$ cat src/rtl/wdg_pkg.sv
package wdg_pkg;
    localparam int DATA_W   = 32;
    localparam int OFF_CTRL = 0;
    localparam int OFF_TMO  = 4;
    localparam int OFF_SVC  = 8;
    localparam int OFF_CNT  = 12;
    localparam logic [DATA_W-1:0] KEY_FIRST  = 32'h0000_A602;
    localparam logic [DATA_W-1:0] KEY_SECOND = 32'h0000_B480;

    typedef struct packed {
        logic [1:0] mode;
        logic       lock;
        logic       stp;
        logic       frz;
        logic       en;
    } ctrl_t;

    typedef enum logic [1:0] {CNT_OFF, CNT_RUN, CNT_FIRED} cnt_state_t;
    typedef enum logic {KEY_IDLE, KEY_HALF} key_state_t;
endpackage

$ cat src/rtl/wdg_regs.sv
module wdg_regs
    import wdg_pkg::*;
#(
    parameter int CNT_W = 32,
    parameter int ADDR_W = 4,
    parameter logic [CNT_W-1:0] TO_RESET = '1
) (
    input  logic              clk,
    input  logic              rst_n,
    input  logic              wr_en,
    input  logic [ADDR_W-1:0] wr_addr,
    input  ctrl_t             wr_ctrl,
    input  logic [CNT_W-1:0]  wr_tmo,
    input  logic [ADDR_W-1:0] rd_addr,
    input  logic [CNT_W-1:0]  cnt_view,
    output ctrl_t             ctrl,
    output logic [CNT_W-1:0]  tmo,
    output logic              en_load,
    output logic              svc_wr,
    output logic [DATA_W-1:0] rd_data
);
    localparam logic [ADDR_W-1:0] A_CTRL = ADDR_W'(OFF_CTRL);
    localparam logic [ADDR_W-1:0] A_TMO  = ADDR_W'(OFF_TMO);
    localparam logic [ADDR_W-1:0] A_SVC  = ADDR_W'(OFF_SVC);
    localparam logic [ADDR_W-1:0] A_CNT  = ADDR_W'(OFF_CNT);

    logic ctrl_wr, tmo_wr;

    assign ctrl_wr = wr_en && (wr_addr == A_CTRL) && !ctrl.lock;
    assign tmo_wr  = wr_en && (wr_addr == A_TMO) && !ctrl.lock;
    assign en_load = ctrl_wr && wr_ctrl.en && !ctrl.en;
    assign svc_wr  = wr_en && (wr_addr == A_SVC);

    always_ff @(posedge clk or negedge rst_n) begin
        if (!rst_n) begin
            ctrl <= '0;
            tmo  <= TO_RESET;
        end else begin
            if (ctrl_wr) ctrl <= wr_ctrl;
            if (tmo_wr)  tmo  <= wr_tmo;
        end
    end

    always_comb begin
        rd_data = '0;
        if (rd_addr == A_CTRL) begin
            rd_data[0]    = ctrl.en;
            rd_data[1]    = ctrl.frz;
            rd_data[2]    = ctrl.stp;
            rd_data[4]    = ctrl.lock;
            rd_data[10:9] = ctrl.mode;
        end else if (rd_addr == A_TMO) begin
            rd_data = DATA_W'(tmo);
        end else if (rd_addr == A_CNT) begin
            rd_data = DATA_W'(cnt_view);
        end
    end


    lock_tmo_chk: assert property (@(posedge clk) disable iff (!rst_n)
        ctrl.lock |=> $stable(tmo));

    lock_sticky_chk: assert property (@(posedge clk) disable iff (!rst_n)
        ctrl.lock |=> (ctrl.lock && $stable(ctrl)));
endmodule

$ cat src/rtl/wdg_key.sv
module wdg_key
    import wdg_pkg::*;
(
    input  logic              clk,
    input  logic              rst_n,
    input  logic              armed,
    input  logic              svc_wr,
    input  logic [DATA_W-1:0] svc_data,
    output logic              svc_ok
);
    key_state_t st, st_nx;

    always_ff @(posedge clk or negedge rst_n) begin
        if (!rst_n) st <= KEY_IDLE;
        else        st <= st_nx;
    end

    always_comb begin
        st_nx = st;
        if (!armed) begin
            st_nx = KEY_IDLE;
        end else if (svc_wr) begin
            unique case (st)
                KEY_IDLE: st_nx = (svc_data == KEY_FIRST) ? KEY_HALF : KEY_IDLE;
                KEY_HALF: st_nx = (svc_data == KEY_FIRST) ? KEY_HALF : KEY_IDLE;
            endcase
        end
    end

    always_comb begin
        svc_ok = armed && svc_wr && (st == KEY_HALF) && (svc_data == KEY_SECOND);
    end


    key_break_chk: assert property (@(posedge clk) disable iff (!rst_n)
        (armed && svc_wr && svc_data != KEY_FIRST) |=> (st == KEY_IDLE));

    key_disarm_chk: assert property (@(posedge clk) disable iff (!rst_n)
        !armed |=> (st == KEY_IDLE));
endmodule

$ cat src/rtl/wdg_count.sv
module wdg_count
    import wdg_pkg::*;
#(
    parameter int CNT_W = 32
) (
    input  logic             clk,
    input  logic             rst_n,
    input  logic             en,
    input  logic             en_load,
    input  logic             svc_ok,
    input  logic             active,
    input  logic [CNT_W-1:0] tmo,
    output logic [CNT_W-1:0] cnt_view,
    output logic             run,
    output logic             fire
);
    localparam logic [CNT_W-1:0] ONE = CNT_W'(1);

    cnt_state_t st, st_nx;
    logic [CNT_W-1:0] cnt, cnt_nx;

    always_ff @(posedge clk or negedge rst_n) begin
        if (!rst_n) begin
            st  <= CNT_OFF;
            cnt <= '0;
        end else begin
            st  <= st_nx;
            cnt <= cnt_nx;
        end
    end

    always_comb begin
        st_nx  = st;
        cnt_nx = cnt;
        unique case (st)
            CNT_OFF: begin
                if (en_load) begin
                    cnt_nx = tmo;
                    st_nx  = CNT_RUN;
                end
            end
            CNT_RUN: begin
                if (en_load) begin
                    cnt_nx = tmo;
                end else if (!en) begin
                    st_nx = CNT_OFF;
                end else if (svc_ok) begin
                    cnt_nx = tmo;
                end else if (active) begin
                    if (cnt <= ONE) begin
                        cnt_nx = '0;
                        st_nx  = CNT_FIRED;
                    end else begin
                        cnt_nx = cnt - ONE;
                    end
                end
            end
            CNT_FIRED: begin
                st_nx = CNT_FIRED;
            end
            default: st_nx = CNT_FIRED;
        endcase
    end

    always_ff @(posedge clk or negedge rst_n) begin
        if (!rst_n)   cnt_view <= '0;
        else if (!en) cnt_view <= cnt;
    end

    always_comb begin
        run  = (st == CNT_RUN) && en;
        fire = (st == CNT_FIRED);
    end


    fire_sticky_chk: assert property (@(posedge clk) disable iff (!rst_n)
        fire |=> fire);

    arm_load_chk: assert property (@(posedge clk) disable iff (!rst_n)
        (en_load && st != CNT_FIRED) |=> (cnt == $past(tmo)));

    svc_reload_chk: assert property (@(posedge clk) disable iff (!rst_n)
        (svc_ok && st == CNT_RUN && en) |=> (cnt == $past(tmo)));

    pause_hold_chk: assert property (@(posedge clk) disable iff (!rst_n)
        (st == CNT_RUN && en && !active && !svc_ok && !en_load) |=> $stable(cnt));

    view_frozen_chk: assert property (@(posedge clk) disable iff (!rst_n)
        en |=> $stable(cnt_view));
endmodule

$ cat src/rtl/wdg_timer.sv
module wdg_timer
    import wdg_pkg::*;
#(
    parameter int CNT_W = 32,
    parameter int ADDR_W = 4,
    parameter logic [CNT_W-1:0] TO_RESET = CNT_W'(32'h0000_FFFF)
) (
    input  logic              clk,
    input  logic              rst_n,
    input  logic              wr_en,
    input  logic [ADDR_W-1:0] wr_addr,
    input  logic [31:0]       wr_data,
    input  logic [ADDR_W-1:0] rd_addr,
    output logic [31:0]       rd_data,
    input  logic              dbg_halt,
    input  logic              lp_stop,
    output logic              wdt_reset_req
);
    ctrl_t            ctrl, wr_ctrl;
    logic [CNT_W-1:0] tmo, cnt_view;
    logic             en_load, svc_wr, svc_ok, run, fire, active, armed;

    always_comb begin
        wr_ctrl.en   = wr_data[0];
        wr_ctrl.frz  = wr_data[1];
        wr_ctrl.stp  = wr_data[2];
        wr_ctrl.lock = wr_data[4];
        wr_ctrl.mode = wr_data[10:9];
    end

    assign active = !(ctrl.frz && dbg_halt) && !(ctrl.stp && lp_stop);
    assign armed  = run && (ctrl.mode == 2'b00);
    assign wdt_reset_req = fire;

    wdg_regs #(.CNT_W(CNT_W), .ADDR_W(ADDR_W), .TO_RESET(TO_RESET)) u_regs (
        .clk(clk), .rst_n(rst_n), .wr_en(wr_en), .wr_addr(wr_addr),
        .wr_ctrl(wr_ctrl), .wr_tmo(wr_data[CNT_W-1:0]), .rd_addr(rd_addr),
        .cnt_view(cnt_view), .ctrl(ctrl), .tmo(tmo), .en_load(en_load),
        .svc_wr(svc_wr), .rd_data(rd_data)
    );

    wdg_key u_key (
        .clk(clk), .rst_n(rst_n), .armed(armed), .svc_wr(svc_wr),
        .svc_data(wr_data), .svc_ok(svc_ok)
    );

    wdg_count #(.CNT_W(CNT_W)) u_count (
        .clk(clk), .rst_n(rst_n), .en(ctrl.en), .en_load(en_load),
        .svc_ok(svc_ok), .active(active), .tmo(tmo), .cnt_view(cnt_view),
        .run(run), .fire(fire)
    );


    mode_gate_chk: assert property (@(posedge clk) disable iff (!rst_n)
        (ctrl.mode != 2'b00) |-> !svc_ok);
endmodule

$ cat config.mk
export PLATFORM = sky130hd
export DESIGN_NAME = wdg_timer
export DESIGN_NICKNAME = d
export VERILOG_FILES = /design/src/rtl/wdg_pkg.sv /design/src/rtl/wdg_regs.sv /design/src/rtl/wdg_key.sv /design/src/rtl/wdg_count.sv /design/src/rtl/wdg_timer.sv
export SDC_FILE = /design/constraint.sdc
export NUM_CORES = 1
export LEC_CHECK = 0
export BUFFER_PORTS_ARGS = -buffer_cell sky130_fd_sc_hd__buf_2
export CAP_MARGIN = 25
export CORE_MARGIN = 1.5
export CORE_UTILIZATION = 55
export DETAILED_ROUTE_END_ITERATION = 6
export HOLD_SLACK_MARGIN = 0.12
export PLACE_DENSITY = 0.77
export SLEW_MARGIN = 20
export SYNTH_ARGS = -nofsm -noshare
export SYNTH_HDL_FRONTEND = slang
export SYNTH_SLANG_ARGS = --single-unit
$ cat constraint.sdc
create_clock -name clk -period 3.55 [get_ports clk]
set_clock_uncertainty 0.2 [all_clocks]
set_input_delay 1.065 -clock clk [delete_from_list [all_inputs] [get_ports clk]]
set_output_delay 1.065 -clock clk [all_outputs]
set_load 0.05 [all_outputs]
[After elaboration in Yosys (flattened, before gate mapping)]
Index checks and enable logic that the tools add are counted.
W data, S select, Z words.
Storage, ports and cells
  register bits after elaboration: 105
  output and inout port bits: 33
  word-level logic and storage cells: 79
Cells by class
  add/subtract/negate cells: 1
  magnitude comparators: 1
  eq/ne operators: 16
  mux-type cells: 25
  reduce and logical (&&, ||, !) cells: 26
Operator list (number)
  $mux W32: 8
  $eq A32 B16 Y1 const B: 2
  $pmux W32 S2: 1
  $le A32 B1 Y1 const B: 1
  $sub A32 B1 Y32 const B: 1
  $mux W21: 1
  $logic_and A1 B1 Y1: 15
  $mux W2: 7
  $ne A3 B3 Y1 const B: 3
  $eq A4 B3 Y1 const B: 2
  $eq A4 B4 Y1 const B: 2
  $logic_not A4 Y1: 2
  $ne A2 B2 Y1 const B: 3
  $mux W1: 5
  $reduce_and A5 Y1: 1
  $logic_not A1 Y1: 4
  $logic_not A2 Y1: 2
  $mux W4: 1
  $ne A4 B4 Y1 const B: 1
  $pmux W2 S2: 1
  $reduce_and A4 Y1: 1
  $mux W3: 1
  $ne A3 B2 Y1 const B: 1
  $eq A2 B1 Y1 const B: 1
  2 further kinds: 2

[Logic depth before layout (Yosys ltp)]
  depth in word-level cells: 10
  mapped depth: 10
  mapped depth without buffers: 8

[Modules after synthesis]
A second synthesis with hierarchy kept.
Unflattened totals
  cells, all modules: 507
  area total of the unflattened synthesis: 5611.6 µm²
By module, submodules not included
  wdg_count: times used 1, cells an instance 340, area each 3403.3 µm², seq. area each 1651.6 µm²
  wdg_regs: times used 1, cells an instance 149, area each 2035.7 µm², seq. area each 970.9 µm²
  wdg_key: times used 1, cells an instance 16, area each 147.6 µm², seq. area each 25.0 µm²
  wdg_timer: times used 1, cells an instance 2, area each 25.0 µm², seq. area each 0.0 µm²

[Least setup slack after synthesis]
No wires, ideal clock.
  kind: input port to output port
  start point: input port rd_addr[1]
  end point: output port rd_data[0]
  arrival time: 2.653 ns
  data required time: 2.285 ns
  setup slack: -0.368 ns
  stages: 4
  path through: nor3_1 > clkbuf_1 > o21ai_0 > a21oi_1
Between the ends
  cells in the longest elaborated chain, start to end: 4
Ends and longest elaborated chain
  start: declaration: line wdg_timer.sv:13  | input logic [ADDR_W-1:0] rd_addr,
  $eq A4 B4 Y1: line wdg_regs.sv:54  | end else if (rd_addr == A_CNT) begin
  $mux W32: line wdg_regs.sv:54
  $mux W32: line wdg_regs.sv:52  | end else if (rd_addr == A_TMO) begin
  $mux W3 (*): line wdg_regs.sv:46  | if (rd_addr == A_CTRL) begin
  end: declaration: line wdg_timer.sv:14  | output logic [31:0] rd_data,
Every way passes the cells marked *; elsewhere a longest branch is shown, timed or not.

[Worst setup path in the final report]
  start point: input port rd_addr[1]
  end point: output port rd_data[27]
Between the ends
  cells in the longest elaborated chain, start to end: 4
Ends and longest elaborated chain (line)
  $eq A4 B4 Y1: wdg_regs.sv:54
  $mux W32: wdg_regs.sv:54
  $mux W32: wdg_regs.sv:52
  $mux W21 (*): wdg_regs.sv:46
Marks and branches as above.

==> results by stage <==
Yosys:
- The main flop type after synthesis is sky130_fd_sc_hd__dfrtp_1.
- Summing the sequential cell areas from Yosys gives 47.4% of the chip area.
- The fraction of registers with async set/reset is 100%.
- In this run the mean area of a mapped cell was 10.2 sq um.
- The synthesized design contains 0 enable-type register cells.
- The cell area after synthesis is 0.00558 sq mm.
- The number of warning messages in the yosys log is 0.
- When the netlist entered floorplanning its net count stood at 592.
- The number of different library cells used by synthesis comes to 48.
- The number of synthesized register bits is 105.
- The gate count of the mapped netlist is 545.

Finish:
- The area overhead of the layout relative to synthesis is 22.9%.
- The share of the core filled with cells in the final layout is 69.8%.
- The repair_antennas step left the layout with diodes totalling 0.
- With fillers left out, the area of the finished cells amounts to 0.00686 sq mm.
- The final standard cell count with taps included and fillers excluded is 772.
- At the end of the flow, the number of nets in the layout was 681.
- The library cell used most frequently in the layout, excluding fill and tap cells, is sky130_fd_sc_hd__dfrtp_1.
- The layout cell share with drive strength beyond 1 is 40.1%.
- The top cell types in the final layout, fill and taps aside, are 89 x sky130_fd_sc_hd__dfrtp_1, 61 x sky130_fd_sc_hd__mux2_2, 61 x sky130_fd_sc_hd__buf_2.

Floorplan:
- The floorplan has 36 rows.
- In this run the standard cell core region covers 0.00982 sq mm.
- The initial utilization of the core area, before any placement, comes to 56.8%.
- The die area is 0.0108 sq mm.
- The die span in y is 104 microns.
- The horizontal die dimension is 104 microns.
- The boundary pin count is 78.

Hold path:
- The type of the worst min-delay path is flop to flop.

STA:
- For this run, the top clock speed supported by timing is 0.287 GHz.
- On the final layout, the worst hold slack is 294 ps.
- The slew at the pin closest to its max-slew limit is 651 ps.
- The portion of the clock cycle consumed by the worst path in the final layout is 98.1%.
- The smallest clock period supported by the final layout is computed as 3480 ps.
- The final hold violation count is 0.
- The final number of max-transition violations is 0.
- Setup repair after global routing could not meet its margin everywhere.
- Setup violations remaining at the end of the flow were counted as 0.
- Headroom to the max-slew limit came out at 56.6%.

Clock tree:
- The worst-skew pair later-pin latency is 390 ps.
- Counting along the longest clock path gives a buffer depth of 2.
- Clock tree synthesis inserted a total of 9 buffers.
- The post-CTS setup repair buffer count is 0.
- The cell at the root of the clock tree is sky130_fd_sc_hd__clkbuf_8.
- The CTS clock-pin slew for the worst setup and hold paths is 90 ps.
- The total of cells resized after clock tree synthesis is 0.
- TritonCTS built the clock tree.
- The number of sinks handled by clock tree synthesis is 105.
- The H-tree generated during clock tree synthesis spans 3 levels.
- After clock tree synthesis, the flow added hold-fix buffers numbering 0.

Power:
- The leakage power summed over all cells is 2.94 nW.
- Power spread over the standard cell area amounts to 579 mW/mm^2.
- The worst voltage drop across the vdd grid is 0.000431 V.
- The total power of the final layout is 3.97 mW.

Drt:
- The first detailed-routing pass took 4 iterations.
- The routed wire length is 14.4 mm.
- Dividing the detail-routed via count by the number of cells gives 6.16.
- The number of DRC markers after the initial detailed-route iteration is 373.
- The total DRC errors in the routed layout is 0.
- In the final routed layout, each cell accounts on average for 18.7 microns.
- Detailed routing inserted a total of 4758 vias.
- Once detail routing completed, the nets flagged for antenna violations numbered 0.

Worst setup path:
- Together, buffers and inverters on the worst path number 4.
- The worst endpoint data arrival time is 2220 ps.
- The most repeated library cell on the critical path is sky130_fd_sc_hd__buf_2.
- Traced cell by cell, the critical path runs through buf_2 -> nor3_2 -> buf_4 -> buf_12 -> a22oi_1 -> nor2_4 -> buf_2.
- The worst setup path category is input port to output pin.
- Among cell families on the critical path, the largest total delay comes from buffers and inverters.
- STA classifies the critical path startpoint as an input port.
- The data required time at the worst endpoint is 2280 ps.
- The type of element capturing the critical path is an output pin.
- The cell with the biggest individual delay on the critical path is sky130_fd_sc_hd__buf_2.
- The delay contributed by the slowest stage of the critical path is 260 ps.
- Of all nets on the critical path, the largest fanout is 9.

Run:
- The max capacitance violation total is 0.

GRT:
- Summed over all layers, the global routing overflow is 0.
- The maximum number of pins on one net before global-route repair is 70.
- The first global-routing pass estimated 24.1 mm of wire.
- The number of antenna violations at the first check in global routing is 0.
- For this run, the total global-route usage over all layers was measured as 28.3%.
- The via count of the first global-routing pass is 4683.

Status:
- The flow ran to the end, and the final reports show no timing, DRC or antenna violations.

Placed design:
- The total placed instance area is 0.00661 sq mm.
- Counting tap cells, the placed design contains a total of 756 instances.
- Buffers placed on the I/O ports in this run total 77.
- The last weighted congestion value of the routability-driven placer is 0.919.
- Once detailed placement completed, the half-perimeter wirelength came to 10.2 mm.
[per-stage QoR]
step / setup WS [ps] / TNS, ps
final: 66.7 / 0
after CTS: 9.91 / 0
after detailed placement: -320 / -8500
after floorplan: -65.3 / -1520
after global placement: -267 / -6780
after global routing: -5.12 / -7.13
[cell families (layout without fill, tap and decap cells)]
kind of cell	Yosys count	in the layout	share of synthesized area, %
multiplexers	80	80	15.7
flip-flops	105	105	47.4
adder cells (fa/ha/maj)	2	2	0.448
buffers and inverters	47	141	4.19
AO/OA/AOI/OAI	130	130	16.1
AND/OR/NAND/NOR	181	181	16.2
[flip-flops by register name, indices dropped and copies added, names as in the netlist]
name,count
u_count.cnt,32
u_count.st,2
u_key.st,1
u_regs.tmo,32
u_regs.ctrl,6
u_count.cnt_view,32
[cell usage after synthesis, drive strengths merged, types with 2 or more instances]
cell	count	area (sq um)
nor3	22	110
or4	11	82.6
a21oi	14	70.1
a22oi	33	248
a31oi	3	18.8
nor3b	2	15.0
mux2	61	687
a21boi	2	15.0
dfstp	16	420
o22ai	5	31.3
nor4bb	2	20.0
nor2	67	251
dfrtp	89	2230
o2bb2ai	24	210
nor4b	2	17.5
clkbuf	20	76.3
or3	5	31.3
nand4	4	25.0
a32oi	2	17.5
or3b	3	26.3
o21ai	39	195
or2	3	18.8
buf	18	124
nand2	24	90.1
nor4	17	106
inv	9	33.8
nand3	11	55.1
a221oi	2	35.0
ha	2	25.0
nand2b	4	25.0
mux2i	19	190
[path summary, 6_finish.rpt]
check | startpoint | to | slack (ps) | depth (start not counted)
max | rd_addr[1] | rd_data[27] | 70 | 7
min | u_count.cnt_view[0] | u_count.cnt_view[0] | 290 | 2
max reg2reg | u_count.cnt[18] | u_count.cnt[15] | 410 | 6
min reg2reg | u_count.cnt_view[0] | u_count.cnt_view[0] | 290 | 2
max in group asynchronous | rst_n | u_regs.tmo[1] | 1950 | 2
min in group asynchronous | rst_n | u_count.cnt_view[14] | 440 | 1
[report_power, final]
group	switching (mW)	leakage (nW)	internal [mW]
logic	0.743	1.51	0.587
clock network	0.397	0.0960	0.333
registers	0.334	1.33	1.58
[per-layer routing]
layer,GRT usage (%),up-vias,routed length [microns]
met1,39.2,2361,6530
met2,44.4,155,6850
met4,9.03,0,272
li1,-,2219,-
met5,0,-,0
met3,6.42,23,750
[final cells by class]
class	instances	area, sq um
flip-flops and latches	105	2650
fillers	794	2960
clock buffers	15	186
repair buffers	116	818
inverters	9	33.8
well taps	133	166
clock inverters	1	7.51
multi-input cells	393	3000
[worst register-to-register path: cells and delay by family, from the launching register on]
family | cells | cell delay [ps]
AND/OR/NAND/NOR | 4 | 1960
AO/OA/AOI/OAI | 2 | 420
flip-flops | 1 | 450
Note: power is estimated with default switching activity, not from simulation.
